==> config.mk <==
export PLATFORM = sky130hd
export DESIGN_NAME = ioc_unit
export DESIGN_NICKNAME = d
export VERILOG_FILES = /design/src/rtl/ioc_pkg.sv /design/src/rtl/ioc_detect.sv /design/src/rtl/ioc_outfmt.sv /design/src/rtl/ioc_regread.sv /design/src/rtl/ioc_unit.sv
export SDC_FILE = /design/constraint.sdc
export NUM_CORES = 1
export LEC_CHECK = 0
export CORE_MARGIN = 10
export CORE_UTILIZATION = 40
export DETAILED_ROUTE_END_ITERATION = 7
export DONT_BUFFER_PORTS = 1
export HOLD_SLACK_MARGIN = 0.06
export SLEW_MARGIN = 20
export SYNTH_ARGS = -nofsm -noshare
export SYNTH_HDL_FRONTEND = slang
export SYNTH_HIERARCHICAL = 1
export SYNTH_SLANG_ARGS = --single-unit
export TNS_END_PERCENT = 50
==> constraint.sdc <==
create_clock -name clk -period 2.05 [get_ports clk]
set_input_delay 0 -clock clk [delete_from_list [all_inputs] [get_ports clk]]
set_output_delay 0 -clock clk [all_outputs]
set_load 0.1 [all_outputs]
==> src/rtl/ioc_pkg.sv <==
package ioc_pkg;
  localparam int PORT_W = 8;
  localparam int ADDR_W = 3;

  // Upper two address bits choose what is read; bit 0 chooses the port.
  typedef enum logic [1:0] {
    KIND_VAL  = 2'd0,
    KIND_FLAG = 2'd1,
    KIND_CAP  = 2'd2,
    KIND_NONE = 2'd3
  } rd_kind_e;
endpackage

==> src/rtl/ioc_detect.sv <==
module ioc_detect #(
  parameter int W = 8
) (
  input  logic         clk,
  input  logic         rst_n,
  input  logic [W-1:0] pin,
  input  logic [W-1:0] dir,
  input  logic [W-1:0] ien,
  input  logic [W-1:0] cmp,
  input  logic [W-1:0] dflt,
  input  logic         clr,
  output logic         pending,
  output logic [W-1:0] flag,
  output logic [W-1:0] cap
);
  logic [W-1:0] prev_q;
  logic         prev_ok_q;
  logic [W-1:0] miss;

  // Per-pin mismatch against the selected reference.
  for (genvar i = 0; i < W; i++) begin : g_pin
    logic ref_bit;
    logic armed;
    always_comb begin
      ref_bit = cmp[i] ? dflt[i] : prev_q[i];
      armed   = dir[i] & ien[i] & (cmp[i] | prev_ok_q);
      miss[i] = armed & (pin[i] ^ ref_bit);
    end
  end

  always_ff @(posedge clk or negedge rst_n) begin
    if (!rst_n) begin
      prev_q    <= '0;
      prev_ok_q <= 1'b0;
      pending   <= 1'b0;
      flag      <= '0;
      cap       <= '0;
    end else begin
      prev_q    <= pin;
      prev_ok_q <= 1'b1;
      if (clr) begin
        pending <= 1'b0;
        flag    <= '0;
      end else if (!pending && (|miss)) begin
        pending <= 1'b1;
        flag    <= miss;
        cap     <= pin;
      end
    end
  end

  p_hold_r5: assert property (@(posedge clk) disable iff (!rst_n)
    (pending && !clr) |=> (pending && $stable(cap) && $stable(flag)));

  p_clear_r6: assert property (@(posedge clk) disable iff (!rst_n)
    clr |=> (!pending && flag == '0));

  p_cause_r2: assert property (@(posedge clk) disable iff (!rst_n)
    $rose(pending) |-> (flag != '0));

  p_allowed_r4: assert property (@(posedge clk) disable iff (!rst_n)
    $rose(pending) |-> ((flag & ~$past(dir & ien)) == '0));
endmodule

==> src/rtl/ioc_outfmt.sv <==
module ioc_outfmt (
  input  logic act,
  input  logic od_mode,
  input  logic act_high,
  output logic lvl,
  output logic oe
);
  always_comb begin
    if (od_mode) begin
      lvl = 1'b0;
      oe  = act;
    end else begin
      lvl = act_high ? act : ~act;
      oe  = 1'b1;
    end
  end
endmodule

==> src/rtl/ioc_regread.sv <==
module ioc_regread
  import ioc_pkg::*;
#(
  parameter int W  = 8,
  parameter int AW = 3
) (
  input  logic              clk,
  input  logic              rst_n,
  input  logic              rd_en,
  input  logic [AW-1:0]     rd_addr,
  input  logic [1:0][W-1:0] val,
  input  logic [1:0][W-1:0] flag,
  input  logic [1:0][W-1:0] cap,
  output logic [W-1:0]      rd_data,
  output logic [1:0]        clr
);
  rd_kind_e     kind;
  logic         sel;
  logic [W-1:0] mux;

  always_comb begin
    kind = rd_kind_e'(rd_addr[2:1]);
    sel  = rd_addr[0];
    unique case (kind)
      KIND_VAL:  mux = val[sel];
      KIND_FLAG: mux = flag[sel];
      KIND_CAP:  mux = cap[sel];
      default:   mux = '0;
    endcase
  end

  for (genvar p = 0; p < 2; p++) begin : g_clr
    assign clr[p] = rd_en && (sel == p[0]) &&
                    ((kind == KIND_VAL) || (kind == KIND_CAP));
  end

  always_ff @(posedge clk or negedge rst_n) begin
    if (!rst_n)     rd_data <= '0;
    else if (rd_en) rd_data <= mux;
  end

  p_clr_onehot_r6: assert property (@(posedge clk) disable iff (!rst_n)
    $onehot0(clr));

  p_hold_r10: assert property (@(posedge clk) disable iff (!rst_n)
    !rd_en |=> $stable(rd_data));
endmodule

==> src/rtl/ioc_unit.sv <==
module ioc_unit
  import ioc_pkg::*;
#(
  parameter int W  = PORT_W,
  parameter int AW = ADDR_W
) (
  input  logic          clk,
  input  logic          rst_n,
  input  logic [W-1:0]  pin_a,
  input  logic [W-1:0]  pin_b,
  input  logic [W-1:0]  dir_a,
  input  logic [W-1:0]  dir_b,
  input  logic [W-1:0]  ien_a,
  input  logic [W-1:0]  ien_b,
  input  logic [W-1:0]  cmp_a,
  input  logic [W-1:0]  cmp_b,
  input  logic [W-1:0]  dflt_a,
  input  logic [W-1:0]  dflt_b,
  input  logic [W-1:0]  inv_a,
  input  logic [W-1:0]  inv_b,
  input  logic          mirror,
  input  logic          od_mode,
  input  logic          act_high,
  input  logic          rd_en,
  input  logic [AW-1:0] rd_addr,
  output logic [W-1:0]  rd_data,
  output logic          int_a_lvl,
  output logic          int_a_oe,
  output logic          int_b_lvl,
  output logic          int_b_oe
);
  localparam int NP = 2;

  logic [NP-1:0][W-1:0] pin_v, dir_v, ien_v, cmp_v, dflt_v, inv_v;
  logic [NP-1:0][W-1:0] val_v, flag_v, cap_v;
  logic [NP-1:0]        pend, clr, act, lvl, oe;

  assign pin_v  = {pin_b,  pin_a};
  assign dir_v  = {dir_b,  dir_a};
  assign ien_v  = {ien_b,  ien_a};
  assign cmp_v  = {cmp_b,  cmp_a};
  assign dflt_v = {dflt_b, dflt_a};
  assign inv_v  = {inv_b,  inv_a};

  for (genvar p = 0; p < NP; p++) begin : g_port
    ioc_detect #(.W(W)) det_i (
      .clk     (clk),
      .rst_n   (rst_n),
      .pin     (pin_v[p]),
      .dir     (dir_v[p]),
      .ien     (ien_v[p]),
      .cmp     (cmp_v[p]),
      .dflt    (dflt_v[p]),
      .clr     (clr[p]),
      .pending (pend[p]),
      .flag    (flag_v[p]),
      .cap     (cap_v[p])
    );

    assign val_v[p] = pin_v[p] ^ inv_v[p];
    assign act[p]   = mirror ? (|pend) : pend[p];

    ioc_outfmt fmt_i (
      .act      (act[p]),
      .od_mode  (od_mode),
      .act_high (act_high),
      .lvl      (lvl[p]),
      .oe       (oe[p])
    );
  end

  ioc_regread #(.W(W), .AW(AW)) rd_i (
    .clk     (clk),
    .rst_n   (rst_n),
    .rd_en   (rd_en),
    .rd_addr (rd_addr),
    .val     (val_v),
    .flag    (flag_v),
    .cap     (cap_v),
    .rd_data (rd_data),
    .clr     (clr)
  );

  assign int_a_lvl = lvl[0];
  assign int_a_oe  = oe[0];
  assign int_b_lvl = lvl[1];
  assign int_b_oe  = oe[1];

  p_mirror_r8: assert property (@(posedge clk) disable iff (!rst_n)
    mirror |-> (int_a_lvl == int_b_lvl && int_a_oe == int_b_oe));

  p_od_release_r9: assert property (@(posedge clk) disable iff (!rst_n)
    (od_mode && !(|pend)) |-> (!int_a_oe && !int_b_oe));

  p_own_port_r8: assert property (@(posedge clk) disable iff (!rst_n)
    (!mirror && !od_mode && act_high) |-> (int_a_lvl == g_port[0].det_i.pending));
endmodule

==> results.cfg <==
[synthesis]
ys_warn_count = 6
syn-cell-area_sq_mm = 0.00335
ys_seq_area_frac = 0.449
synth_fp_nets = 383
post_synth_num_cell_types = 28
synth_cells = 278
ys_ff_latch = 60
synth_area_per_cell_sq_um = 12.0
synthTopCellsByArea = dfrtp_1, mux2i_1, mux2_2
synth_top_area_cell = dfrtp_1
yosysTopAreaCellShare = 0.449

[critical_path]
cp.required_ns = 2.26
critical_path.top_delay_family = compound AO/OA/AOI/OAI gates
startpoint_type = flip-flop
cp-end-kind = flip-flop
worstPathArrival_ns = 2.07
critPathKind = flip-flop to flip-flop
critPathMaxFanout = 8
crit_chain = o211a_1 > a22oi_2 > a41oi_4 > mux2_2
slowest_stage = dfrtp_1
worst-path-buf-inv = 0
max_stage_delay_ns = 0.49

[sta]
finalCritPeriodShare = 0.905
fin_ws_ns = 0.195
fmax_mhz = 539
finalHoldViolCount = 0
setup_violations = 0
rsz0062_at_grt = no
slew_violations = 0
clock_skew_ns = 0.00761
fin_tns_setup_ns = 0
fin_crit_ns = 1.86

[placement]
port_buffers = 0
gp_congestion = 0.774
place_area_sq_mm = 0.00352
place_ws_ns = 0.196
dp_hpwl_um = 6990

[final_layout]
drive_above_1_share = 0.175
filler_cell_count = 761
multi_input_comb_area_sq_mm = 0.00178
fin_util = 0.537
areaGrowthSynthToFinish_pct = 31.3
design_area_sq_mm = 0.00439
fin_nets = 466
regArea_sq_mm = 0.00150
antenna_cells = 0

[floorplan]
coreArea_sq_mm = 0.00818
pin_count = 117
start_util = 0.409
die_h_um = 111
die-area_sq_mm = 0.0124
die_w_um = 111
rows = 33

[route]
drtPass1Iterations = 4
routed_wirelength_um = 9540
drt_iter0_markers = 86
drt-wirelength-per-cell_um = 20.3
viasPerCell = 5.33
ant_nets = 0
drc = 0
vias = 2511

[clock_tree]
post_cts_buffers = 0
htreeDepth = 3
cts_sinks = 60
clockRootBuffer = clkbuf_8
cts.reportedPaths.clkPinSlew_ns = 0.07
cts_max_path_buffers = 2
cts_resized = 0
tritoncts = yes
clk_latency_ns = 0.34
numCtsBuffers = 9

[pwr]
switching_share = 0.334
p_per_area_mw_per_mm2 = 845
power_mw = 3.71
p_int_mw = 2.47
combPwrFrac = 0.306
switchingPower_mw = 1.24
vdd_drop_max_mv = 0.574
pwr-share-seq = 0.429
pwr-share-clk = 0.265
leakage_nw = 2.04

[global_routing]
overflow = 0
grt_util_all_layers = 0.151
antenna_found_initial = 0
grt_pass1_vias = 2846
grt_max_degree = 61
grt_pass1_wl_um = 15200

[run_status]
status = finished, final reports clean

[hold_path]
holdCritPathClass = input port to flip-flop

[job]
max-cap-violations = 0
==> tightest hold or removal path: cells and delay by family <==
| kind | cells | cell delay (ns) |
|---|---|---|
| xor+xnor | 1 | 0.16 |
| mux | 1 | 0.07 |
| compound gates | 1 | 0.07 |
| simple gates | 1 | 0.06 |
==> cell type report <==
| class | instances | share of cell area |
|---|---|---|
| well taps | 105 | 0.0299 |
| repair buffers | 80 | 0.181 |
| clock inverters | 1 | 0.00114 |
| clock buffers | 15 | 0.0401 |
| flip-flops and latches | 60 | 0.342 |
| inverters | 1 | 0.000854 |
| multi-input cells | 209 | 0.406 |
==> logic make-up after synthesis <==
| family | synth area share |
|---|---|
| other | 0.00224 |
| buffers and inverters | 0.0198 |
| XOR/XNOR | 0.0890 |
| AND/OR/NAND/NOR | 0.0812 |
| AO/OA/AOI/OAI | 0.185 |
| multiplexers | 0.174 |
| flip-flops | 0.449 |
==> power by group through the flow <==
stage | sequential [mW] | combinational (mW) | clock (mW)
4_1_cts | 1.60 | 1.14 | 1.01
3_3_place_gp | 1.61 | 0.943 | 0
3_5_place_dp | 1.62 | 0.960 | 0
6_report | 1.59 | 1.14 | 0.983
2_1_floorplan | 1.79 | 0.594 | 0
5_1_grt | 1.63 | 1.22 | 1.08
==> final timing paths <==
check                                          start                       to  slack, ns  cells past startpoint
max reg2reg                g_port[1].det_i/prev_ok_q   g_port[1].det_i/cap[4]       0.19                      4
min in group asynchronous                      rst_n  g_port[0].det_i/flag[2]       0.19                      2
min                                        dflt_b[1]  g_port[1].det_i/flag[1]       0.07                      4
max in group asynchronous                      rst_n          rd_i/rd_data[3]       1.60                      2
min reg2reg                          rd_i/rd_data[5]          rd_i/rd_data[5]       0.50                      1
max                        g_port[1].det_i/prev_ok_q   g_port[1].det_i/cap[4]       0.19                      4
==> metrics by stage <==
step	hold slack, ns	std cells
after floorplan	-0.296	278
after global placement	-0.292	389
after detailed placement	-0.292	389
after CTS	0.0600	471
after global routing	0.103	471
final	0.0730	471
==> Yosys cell counts, drive strengths merged <==
library cell / count
nand2: 16
clkbuf: 2
o21ba: 2
inv: 1
o22ai: 24
o211a: 16
nor3b: 1
xnor2: 16
nand3b: 2
dfrtp: 60
mux2: 16
or2: 2
nor2: 10
mux2i: 40
nor3: 1
nand2b: 18
a22oi: 8
a21o: 2
conb: 2
a211o: 8
buf: 6
or3b: 1
xor2: 18
a41oi: 4
nand4: 2
==> layer usage <==
metal	GRT usage	vias up	share of wire
li1	-	1205	-
met1	0.184	1221	0.43
met2	0.248	76	0.49
met3	0.0424	9	0.061
met4	0.0514	0	0.011
met5	0	-	0
==> placed cells by master (no fill, tap or decap), drive strengths merged, types with 10 or more instances in the layout <==
cell type	synthesis	routed
clkbuf	2	15
mux2	16	16
o211a	16	16
o22ai	24	24
nor2	10	10
dlygate4sd3	0	64
mux2i	40	40
buf	6	16
nand2b	18	18
dfrtp	60	60
xor2	18	18
xnor2	16	16
nand2	16	16
==> sequential cells by signal (all words and copies together), names as in the netlist <==
signal / count
g_port.det_i/prev_ok_q: 2
g_port.det_i/cap: 16
g_port.det_i/prev_q: 16
g_port.det_i/pending: 2
rd_i/rd_data: 8
g_port.det_i/flag: 16
==> repair_timing <==
action                                  CTS  global route
hold endpoints to repair                116             0
hold buffers                             66             0
endpoints found under the setup margin    0             0
Power figures use the tool's default switching activity.
